===== config.mk =====
export PLATFORM = sky130hd
export DESIGN_NAME = wdog_two_stage
export DESIGN_NICKNAME = d
export VERILOG_FILES = /design/src/rtl/wdog_pkg.sv /design/src/rtl/wdog_ctrl_frame.sv /design/src/rtl/wdog_refresh_frame.sv /design/src/rtl/wdog_stage_seq.sv /design/src/rtl/wdog_two_stage.sv
export SDC_FILE = /design/constraint.sdc
export NUM_CORES = 1
export LEC_CHECK = 0
export ABC_AREA = 1
export BUFFER_PORTS_ARGS = -buffer_cell sky130_fd_sc_hd__buf_4
export CORE_ASPECT_RATIO = 1.2
export CORE_MARGIN = 2
export CORE_UTILIZATION = 40
export CTS_CLUSTER_SIZE = 24
export DETAILED_ROUTE_END_ITERATION = 8
export PLACE_DENSITY = 0.62
export SLEW_MARGIN = 10
export SYNTH_ARGS = -nofsm -noshare
export SYNTH_HDL_FRONTEND = slang
export SYNTH_HIERARCHICAL = 1
export SYNTH_SLANG_ARGS = --single-unit

===== constraint.sdc =====
create_clock -name clk -period 2.55 [get_ports clk]
set_input_delay 0.51 -clock clk [delete_from_list [all_inputs] [get_ports clk]]
set_output_delay 0.51 -clock clk [all_outputs]
set_load 0.05 [all_outputs]

===== src/rtl/wdog_pkg.sv =====
package wdog_pkg;
  localparam int DATA_W = 32;
  localparam int CNT_W  = 64;
  localparam int ADDR_W = 12;

  localparam logic [ADDR_W-1:0] A_CTRL  = 12'h000;
  localparam logic [ADDR_W-1:0] A_PER   = 12'h008;
  localparam logic [ADDR_W-1:0] A_DLO   = 12'h010;
  localparam logic [ADDR_W-1:0] A_DHI   = 12'h014;
  localparam logic [ADDR_W-1:0] A_IDENT = 12'hFCC;
  localparam logic [ADDR_W-1:0] A_KICK  = 12'h000;

  typedef struct packed {
    logic              kick;
    logic              dl_lo_we;
    logic              dl_hi_we;
    logic [DATA_W-1:0] data;
  } ctl_cmd_t;
endpackage


===== src/rtl/wdog_ctrl_frame.sv =====
module wdog_ctrl_frame
  import wdog_pkg::*;
#(
  parameter logic [DATA_W-1:0] RST_PERIOD = 32'd1000,
  parameter logic [DATA_W-1:0] ID_VALUE   = 32'h0210_57D3
) (
  input  logic              clk,
  input  logic              rst_n,
  input  logic              req,
  input  logic              we,
  input  logic [ADDR_W-1:0] addr,
  input  logic [DATA_W-1:0] wdata,
  input  logic [CNT_W-1:0]  deadline,
  input  logic              stage1,
  input  logic              stage2,
  output logic [DATA_W-1:0] rdata,
  output logic              rvalid,
  output logic              enable,
  output logic [DATA_W-1:0] period_eff,
  output ctl_cmd_t          cmd
);
  logic [DATA_W-1:0] period_q;
  logic              wr_ctrl, wr_per;
  logic [DATA_W-1:0] rd_mux;

  assign wr_ctrl = req && we && (addr == A_CTRL);
  assign wr_per  = req && we && (addr == A_PER);

  // a period write takes effect in the refresh it triggers
  assign period_eff = wr_per ? wdata : period_q;

  always_comb begin
    cmd.kick     = wr_ctrl || wr_per;
    cmd.dl_lo_we = req && we && (addr == A_DLO);
    cmd.dl_hi_we = req && we && (addr == A_DHI);
    cmd.data     = wdata;
  end

  always_comb begin
    unique case (addr)
      A_CTRL:  rd_mux = {{(DATA_W-3){1'b0}}, stage2, stage1, enable};
      A_PER:   rd_mux = period_q;
      A_DLO:   rd_mux = deadline[DATA_W-1:0];
      A_DHI:   rd_mux = deadline[CNT_W-1:DATA_W];
      A_IDENT: rd_mux = ID_VALUE;
      default: rd_mux = '0;
    endcase
  end

  always_ff @(posedge clk or negedge rst_n) begin
    if (!rst_n) begin
      enable   <= 1'b0;
      period_q <= RST_PERIOD;
      rdata    <= '0;
      rvalid   <= 1'b0;
    end else begin
      if (wr_ctrl) enable <= wdata[0];
      if (wr_per)  period_q <= wdata;
      rvalid <= req && !we;
      if (req && !we) rdata <= rd_mux;
    end
  end

  a_r3_period_write_kicks: assert property (@(posedge clk) disable iff (!rst_n)
    wr_per |=> (period_q == $past(wdata)));
endmodule


===== src/rtl/wdog_refresh_frame.sv =====
module wdog_refresh_frame
  import wdog_pkg::*;
#(
  parameter logic [DATA_W-1:0] ID_VALUE = 32'h0210_57D3
) (
  input  logic              clk,
  input  logic              rst_n,
  input  logic              req,
  input  logic              we,
  input  logic [ADDR_W-1:0] addr,
  output logic [DATA_W-1:0] rdata,
  output logic              rvalid,
  output logic              kick
);
  assign kick = req && we && (addr == A_KICK);

  always_ff @(posedge clk or negedge rst_n) begin
    if (!rst_n) begin
      rdata  <= '0;
      rvalid <= 1'b0;
    end else begin
      rvalid <= req && !we;
      if (req && !we) rdata <= (addr == A_IDENT) ? ID_VALUE : '0;
    end
  end
endmodule


===== src/rtl/wdog_stage_seq.sv =====
module wdog_stage_seq
  import wdog_pkg::*;
(
  input  logic              clk,
  input  logic              rst_n,
  input  logic              enable,
  input  logic              kick,
  input  logic              dl_lo_we,
  input  logic              dl_hi_we,
  input  logic [DATA_W-1:0] wdata,
  input  logic [DATA_W-1:0] period,
  input  logic [CNT_W-1:0]  count,
  output logic [CNT_W-1:0]  deadline,
  output logic              stage1,
  output logic              stage2
);
  localparam int PAD_W = CNT_W - DATA_W;

  logic [CNT_W-1:0] next_dl;
  logic             due, advance;

  assign next_dl = count + {{PAD_W{1'b0}}, period};
  assign due     = (count >= deadline);
  assign advance = enable && !stage2 && due && !kick;

  always_ff @(posedge clk or negedge rst_n) begin
    if (!rst_n) begin
      deadline <= '0;
      stage1   <= 1'b0;
      stage2   <= 1'b0;
    end else if (kick) begin
      deadline <= next_dl;
      stage1   <= 1'b0;
    end else if (advance) begin
      if (!stage1) begin
        stage1   <= 1'b1;
        deadline <= next_dl;
      end else begin
        stage2   <= 1'b1;
      end
    end else begin
      if (dl_lo_we) deadline[DATA_W-1:0]     <= wdata;
      if (dl_hi_we) deadline[CNT_W-1:DATA_W] <= wdata;
    end
  end

  a_r8_stage2_sticky: assert property (@(posedge clk) disable iff (!rst_n)
    stage2 |=> stage2);
  a_r7_stage2_after_stage1: assert property (@(posedge clk) disable iff (!rst_n)
    $rose(stage2) |-> $past(stage1));
  a_r5_kick_clears_stage1: assert property (@(posedge clk) disable iff (!rst_n)
    kick |=> !stage1);
  a_r9_idle_when_disabled: assert property (@(posedge clk) disable iff (!rst_n)
    !enable |=> !$rose(stage1) && !$rose(stage2));
  a_r6_stage1_needs_due: assert property (@(posedge clk) disable iff (!rst_n)
    $rose(stage1) |-> $past(enable) && $past(count >= deadline));
endmodule


===== src/rtl/wdog_two_stage.sv =====
module wdog_two_stage
  import wdog_pkg::*;
#(
  parameter logic [DATA_W-1:0] RST_PERIOD = 32'd1000,
  parameter logic [DATA_W-1:0] ID_VALUE   = 32'h0210_57D3
) (
  input  logic              clk,
  input  logic              rst_n,
  input  logic [CNT_W-1:0]  sys_count,
  input  logic              cf_req,
  input  logic              cf_we,
  input  logic [ADDR_W-1:0] cf_addr,
  input  logic [DATA_W-1:0] cf_wdata,
  output logic [DATA_W-1:0] cf_rdata,
  output logic              cf_rvalid,
  input  logic              rf_req,
  input  logic              rf_we,
  input  logic [ADDR_W-1:0] rf_addr,
  output logic [DATA_W-1:0] rf_rdata,
  output logic              rf_rvalid,
  output logic              wdog_irq,
  output logic              wdog_reset
);
  ctl_cmd_t          cmd;
  logic              enable, rf_kick, stage1, stage2;
  logic [DATA_W-1:0] period_eff;
  logic [CNT_W-1:0]  deadline;

  wdog_ctrl_frame #(.RST_PERIOD(RST_PERIOD), .ID_VALUE(ID_VALUE)) u_ctrl (
    .clk(clk), .rst_n(rst_n), .req(cf_req), .we(cf_we), .addr(cf_addr),
    .wdata(cf_wdata), .deadline(deadline), .stage1(stage1), .stage2(stage2),
    .rdata(cf_rdata), .rvalid(cf_rvalid), .enable(enable),
    .period_eff(period_eff), .cmd(cmd));

  wdog_refresh_frame #(.ID_VALUE(ID_VALUE)) u_kick (
    .clk(clk), .rst_n(rst_n), .req(rf_req), .we(rf_we), .addr(rf_addr),
    .rdata(rf_rdata), .rvalid(rf_rvalid), .kick(rf_kick));

  wdog_stage_seq u_seq (
    .clk(clk), .rst_n(rst_n), .enable(enable), .kick(cmd.kick || rf_kick),
    .dl_lo_we(cmd.dl_lo_we), .dl_hi_we(cmd.dl_hi_we), .wdata(cmd.data),
    .period(period_eff), .count(sys_count), .deadline(deadline),
    .stage1(stage1), .stage2(stage2));

  assign wdog_irq   = stage1;
  assign wdog_reset = stage2;
endmodule


==> flow_metrics.py, run 1 <==
metrics = {
    "sta": {
        "final.min_clock_period_ns": 3.20,
        "setup_viol": 64,
        "fin_crit_sh": 1.26,
        "rsz0062_at_grt": "true",
        "fmax_mhz": 312,
        "layout_setup_ws_ns": -0.655,
        "maxSlewViolCount": 0,
        "tightest_slew_ns": 0.661,
        "relSlewSlack": 0.555,
        "finalClockSkew_ns": 0.0130,
        "hold_violations": 0,
    },
    "floorplan": {
        "io_pins": 194,
        "fp-row-count": 71,
        "die_x_um": 166,
        "start_util": 0.404,
        "core_region_area_sq_um": 31100,
        "die_h_um": 198,
        "die-area_sq_um": 32800,
    },
    "route": {
        "avgViaCountPerCell": 5.53,
        "ant_nets": 0,
        "drc": 0,
        "dr.pass1.iters": 6,
        "drtIter0Drc": 1745,
        "detail_route.wl_per_cell_um": 21.7,
        "vias": 16500,
        "drt_wl_total_um": 64700,
    },
    "yosys": {
        "synth_ff_type": "dfrtp_1",
        "ys_seq_area_frac": 0.268,
        "avgSynthCellArea_sq_um": 6.31,
        "netlist_area_sq_um": 12500,
        "netlist_instances": 1990,
        "async_flop_share": 1.00,
        "synth_edf_count": 0,
        "yosys_warnings": 6,
        "ys_types": 45,
        "synth-seq-cells": 134,
    },
    "grt": {
        "grt_pass1_vias": 15800,
        "grt_max_degree": 47,
        "antenna_found_initial": 2,
        "grt_pass1_wl_um": 90900,
        "grt.total_usage": 0.363,
        "grt_overflow": 0,
    },
    "setup_path": {
        "worstPathCellList": "buf_8 > nor2_4 > nand2_4 > buf_12 > nor3_4 > buf_12 > nand3_1 > nand2_2 > ha_4 > buf_4 > a21oi_2 > o21ai_1 > buf_4 > a21oi_4 > inv_1 > a21oi_2 > nand2_4 > xnor2_1 > nand2_1 > nand3_1 > nand2_1",
        "required_ns": 2.89,
        "path_delay_family": "simple AND/OR/NAND/NOR gates",
        "cp_num_buf_inv": 6,
        "cp_slowest_cell": "xnor2_1",
        "arrival_ns": 3.54,
        "startpoint": "cf_addr[0]",
        "critPathMaxStageDelay_ns": 0.24,
        "reg2reg_from": "u_seq/deadline[11]",
        "path_class": "in2reg",
        "cp-end-kind": "flop",
        "path_max_fanout": 7,
        "start_kind": "input pin",
    },
    "layout": {
        "n_fill_cell": 2325,
        "fin_cells": 2980,
        "drive_gt1_frac": 0.505,
        "multi_input_area_sq_um": 11100,
        "regArea_sq_um": 3360,
        "layout_commonest_cell": "buf_4",
        "area_growth_pct": 77.8,
        "layout_common_cells": "buf_4, nand2_1, inv_1, nand2_2, dfrtp_1",
        "fin_area_sq_um": 22300,
        "layout.nets": 2788,
    },
    "cts": {
        "cts_buffer_depth": 2,
        "htreeDepth": 4,
        "cts_tree": "built",
        "cts_buffers": 17,
        "root_buffer": "clkbuf_16",
        "clkTransAtPathRegs_ns": 0.06,
        "clock-sinks": 134,
        "insertion_delay_ns": 0.45,
    },
    "power": {
        "pwr_density_cell_nw_per_um2": 281,
        "p_clk_frac": 0.409,
        "vdd.ir_drop.worst_uv": 371,
        "power.leakage_uw": 0.0115,
        "p_sw_uw": 2020,
        "p_int_uw": 4250,
        "power_frac_comb": 0.242,
        "switching_share": 0.322,
        "p_seq_frac": 0.350,
        "total_power_uw": 6270,
    },
    "hold_path": {
        "hp-start": "rf_req",
        "hp-class": "in2reg",
    },
    "run_status": {
        "outcome": "finished, violations left",
        "violations": "setup timing",
    },
    "place": {
        "place_congestion": 1.05,
        "place_area_sq_um": 16900,
        "io_buffers": 173,
        "place_ws_ns": -1.42,
        "placed_cells": 2831,
        "dp_hpwl_um": 45100,
    },
    "job": {
        "drv_cap": 0,
    },
}
repair_timing:
item | in CTS | in global routing
pin swaps | 168 | 281
hold buffers | 1 | 0
setup endpoints to repair | 64 | 64
resized for setup | 544 | 364
cloned | 9 | 4
endpoints found under the hold margin | 27 | 0
setup buffers | 67 | 55
synthesized netlist by cell type, drive strengths merged, types with 6 or more instances:
library cell	count	area, sq um
dfrtp	128	3200
xnor2	27	236
nand3b	12	90.1
nand4	26	178
nand3	236	1190
dfstp	6	158
nor2	135	529
ha	96	1200
a21oi	71	359
o21ai	67	339
nor4	11	68.8
nand2	741	2830
buf	100	739
clkbuf	9	33.8
inv	272	1030
nor3	24	141
worst paths after layout:
| kind | cells past startpoint | endpoint | slack (ns) |
|---|---|---|---|
| hold / removal | 3 | u_kick/rvalid | 0.33 |
| max in group asynchronous | 3 | u_seq/deadline[28] | 1.35 |
| setup / recovery | 21 | u_seq/deadline[32] | -0.65 |
| setup reg to reg | 18 | u_seq/deadline[23] | -0.28 |
| hold reg to reg | 2 | u_ctrl/rdata[20] | 0.48 |
| min in group asynchronous | 2 | u_seq/deadline[27] | 0.51 |
layer usage:
metal	track usage	vias up	part of all wire
met5	0	-	0.00020
met4	0.202	2	0.071
met3	0.0538	298	0.084
met2	0.603	985	0.46
met1	0.455	7779	0.38
li1	-	7420	-
flip-flops by register name, summed over array words and instances, names as in the netlist:
register / cells
u_seq/deadline: 64
u_ctrl/period_q: 32
u_ctrl/rdata: 32
u_ctrl/enable: 1
u_ctrl/rvalid: 1
u_kick/rdata: 1
u_kick/rvalid: 1
u_seq/stage1: 1
u_seq/stage2: 1
power by group through the flow:
stage	clock network [uW]	logic [uW]	registers (uW)
final	2560	1520	2190
after global placement	0	1170	2230
after detailed placement	0	1190	2230
after global routing	2670	1610	2190
after CTS	2580	1350	2190
after floorplan	0	559	2230
area by class of cell:
class                      instances  area share
clock inverter                    13     0.00668
inverter                         274      0.0481
clock buffer                      19      0.0194
antenna                            1    0.000112
timing repair buffer             646       0.255
tap                              401      0.0225
sequential                       134       0.151
multi-input combinational       1492       0.497
logic make-up (layout without fill, tap and decap cells):
kind of cell,count (synthesis),in the layout,synth area share
simple gates,1193,1193,0.405
buf+inv,383,952,0.144
compound gates,151,151,0.0634
flops,134,134,0.268
fa+ha+maj,97,97,0.0973
xor+xnor,31,31,0.0216
other cells,1,21,0.000299
stage by stage:
step	utilization	TNS, ns	hold slack (ns)
detailed placement	0.545	-61.79	0.413
finish	0.717	-26.51	0.334
global route	0.717	-33.60	0.357
global placement	0.545	-59.59	0.414
CTS	0.654	-17.46	0.325
floorplan	-	-11.63	0.214
worst min-delay path, stage by stage:
cell and delay (ns):
buf_4 0.08, nand2_1 0.09, inv_1 0.06
Note: power is estimated with default switching activity, not from simulation.
==> run 2: changes to the inputs <==
--- a/config.mk
+++ b/config.mk
@@ -5,7 +5,6 @@
 export SDC_FILE = /design/constraint.sdc
 export NUM_CORES = 1
 export LEC_CHECK = 0
-export ABC_AREA = 1
 export BUFFER_PORTS_ARGS = -buffer_cell sky130_fd_sc_hd__buf_4
 export CORE_ASPECT_RATIO = 1.2
 export CORE_MARGIN = 2
==> run 2 against run 1 <==
Effect of this change:
- the flow still finishes with violations (setup timing)
- wire length fell by 31%
- register-to-register slack got worse by 0.46 ns
- worst hold slack got worse by 0.085 ns
- largest cell class unchanged
- clock skew rose by 0.0028 ns
- core utilization fell by 5.2 points
- cell count fell by 28%
- synthesized cell count fell by 36%
- critical path type unchanged
- cell area fell by 19%
- clock power rose by 2%
- largest power group unchanged
- synthesized area fell by 11%
==> flow_metrics.py, run 2 <==
metrics = {
    "run_status": {
        "outcome": "finished, violations left",
        "violations": "setup timing",
    },
    "sta": {
        "rsz0062_at_grt": "true",
        "setup_viol": 65,
        "final.min_clock_period_ns": 4.09,
        "layout_setup_ws_ns": -1.54,
        "tightest_slew_ns": 0.670,
        "relSlewSlack": 0.553,
        "fin_hold_ws_ns": 0.250,
        "finalSetupTns_ns": -79.25,
        "finalClockSkew_ns": 0.0159,
        "fmax_mhz": 244,
        "maxSlewViolCount": 0,
        "fin_crit_sh": 1.60,
        "hold_violations": 0,
    },
    "setup_path": {
        "path_max_fanout": 6,
        "arrival_ns": 4.45,
        "cp-end-kind": "flop",
        "required_ns": 2.91,
        "path_class": "in2reg",
        "rrSetupSlack_ns": -0.74,
        "start_kind": "input pin",
    },
    "route": {
        "drc": 0,
        "detail_route.wl_per_cell_um": 20.7,
        "drt_wl_total_um": 44800,
        "vias": 12000,
        "dr.pass1.iters": 8,
        "drtIter0Drc": 801,
        "avgViaCountPerCell": 5.56,
        "ant_nets": 0,
    },
    "layout": {
        "top_register": "u_seq/deadline",
        "layout.nets": 2031,
        "area_growth_pct": 63.0,
        "layout_common_cells": "buf_4, dfrtp_1, nand2_1, nor2_1, inv_1",
        "drive_gt1_frac": 0.520,
        "n_antenna_cell": 0,
        "n_fill_cell": 2190,
        "largest_reg_flops": 64,
        "top_regs": "u_seq/deadline (64), u_ctrl/period_q (32), u_ctrl/rdata (32)",
        "layout_commonest_cell": "buf_4",
    },
    "yosys": {
        "yosys-top-cells-count": "nand2_1, dfrtp_1, a21oi_1, ha_1, nor2_1",
        "yosys_warnings": 6,
        "synth-seq-cells": 134,
        "synth_edf_count": 0,
        "async_flop_share": 1.00,
        "netlist_area_sq_um": 11100,
        "ys_seq_area_frac": 0.302,
        "avgSynthCellArea_sq_um": 8.78,
        "synth_ff_type": "dfrtp_1",
        "netlist_instances": 1266,
        "synth_top_area_share": 0.288,
        "ys_types": 85,
        "synth_area_leader_cell": "dfrtp_1",
        "synth.most_common_cell": "nand2_1",
        "synthTopCellsByArea": "dfrtp_1, ha_1, mux2_2, buf_4, nand2_1",
    },
    "hold_path": {
        "hp-class": "in2reg",
    },
    "power": {
        "p_int_uw": 4370,
        "vdd.ir_drop.worst_uv": 430,
        "switching_share": 0.283,
        "p_seq_frac": 0.358,
        "pwr_density_cell_nw_per_um2": 336,
        "total_power_uw": 6090,
        "p_sw_uw": 1720,
        "power.leakage_uw": 0.00850,
        "p_clk_frac": 0.428,
        "power_frac_comb": 0.215,
    },
    "place": {
        "dp_hpwl_um": 33300,
        "io_buffers": 173,
        "place_congestion": 0.984,
        "place_ws_ns": -2.26,
    },
    "cts": {
        "clkTransAtPathRegs_ns": 0.06,
        "cts_buffers": 17,
        "clock-sinks": 134,
        "cts_tree": "built",
        "insertion_delay_ns": 0.44,
        "cts_buffer_depth": 2,
        "root_buffer": "clkbuf_16",
        "htreeDepth": 4,
    },
    "floorplan": {
        "start_util": 0.408,
        "core_region_area_sq_um": 27300,
        "die_x_um": 156,
        "die-area_sq_um": 29200,
        "die_h_um": 187,
        "io_pins": 194,
        "fp-row-count": 66,
    },
    "grt": {
        "grt_pass1_wl_um": 67200,
        "grt_pass1_vias": 12200,
        "grt_overflow": 0,
        "antenna_found_initial": 0,
        "grt_max_degree": 51,
        "grt.total_usage": 0.301,
    },
    "job": {
        "drv_cap": 0,
    },
}
## run 2: power groups by stage
stage / logic [uW] / registers, uW / clock network, uW
after floorplan: 525 / 2220 / 0
after CTS: 1220 / 2180 / 2640
after detailed placement: 1150 / 2220 / 0
after global routing: 1410 / 2180 / 2720
after global placement: 1130 / 2210 / 0
final: 1310 / 2180 / 2600
## run 2: path summary, 6_finish.rpt
path	from	endpoint	cells past startpoint
setup / recovery	cf_addr[0]	u_seq/deadline[61]	21
hold / removal	rf_we	u_kick/rvalid	2
setup reg to reg	u_ctrl/period_q[0]	u_seq/deadline[36]	14
hold reg to reg	u_ctrl/rdata[10]	u_ctrl/rdata[10]	2
max in group asynchronous	rst_n	u_seq/deadline[1]	3
min in group asynchronous	rst_n	u_ctrl/rdata[15]	2
## run 2: cell type report
| type | instances | area [sq um] | area share |
|---|---|---|---|
| Tap cell | 340 | 425 | 0.0235 |
| Timing Repair Buffer | 620 | 5080 | 0.280 |
| Sequential cell | 134 | 3360 | 0.185 |
| Clock inverter | 10 | 130 | 0.00718 |
| Multi-Input combinational cell | 953 | 8360 | 0.461 |
| Inverter | 82 | 308 | 0.0170 |
| Clock buffer | 21 | 460 | 0.0254 |
## run 2: critical path: stages
cell      delay (ns)
buf_6           0.10
nor4_4          0.29
and3_4          0.23
and2_4          0.14
and3_4          0.23
buf_12          0.15
buf_4           0.13
mux2_4          0.32
ha_4            0.29
nand4_1         0.16
buf_4           0.20
o221ai_4        0.16
a21oi_4         0.08
o41ai_4         0.29
a21oi_2         0.12
buf_6           0.15
nor4_4          0.33
buf_4           0.17
xor2_1          0.12
mux2i_1         0.08
o21ai_1         0.15
## run 2: through the flow
stage                     utilization  area [sq um]  std cells
after floorplan                     -         11700       1285
final                           0.665         18100       2160
after CTS                       0.636         17300       2135
after global placement          0.579         15800       2082
after global routing            0.665         18100       2160
after detailed placement        0.579         15800       2082
## run 2: kinds of logic after synthesis
family	share of synthesized area
AOI/OAI and AO/OA	0.207
xor gates and xnor gates	0.0402
adders and majority gates	0.110
buffers and inverters	0.0990
DFF	0.302
muxes	0.0655
other	0.000337
and+or+nand+nor	0.176
## run 2: timing repair
action	CTS	global route
setup buffers	20	28
hold buffers	1	0
cloned	4	0
setup endpoints to repair	66	66
pin swaps	70	103
hold endpoints to repair	1	0
resized for setup	139	119
## run 2: per-layer routing
layer | up-vias | wire length, um | share of wire | GRT usage
li1 | 5613 | - | - | -
met1 | 5883 | 17800 | 0.40 | 0.365
met2 | 422 | 23000 | 0.51 | 0.539
met3 | 94 | 2250 | 0.050 | 0.0376
met4 | 0 | 1740 | 0.039 | 0.114
met5 | - | 0 | 0 | 0
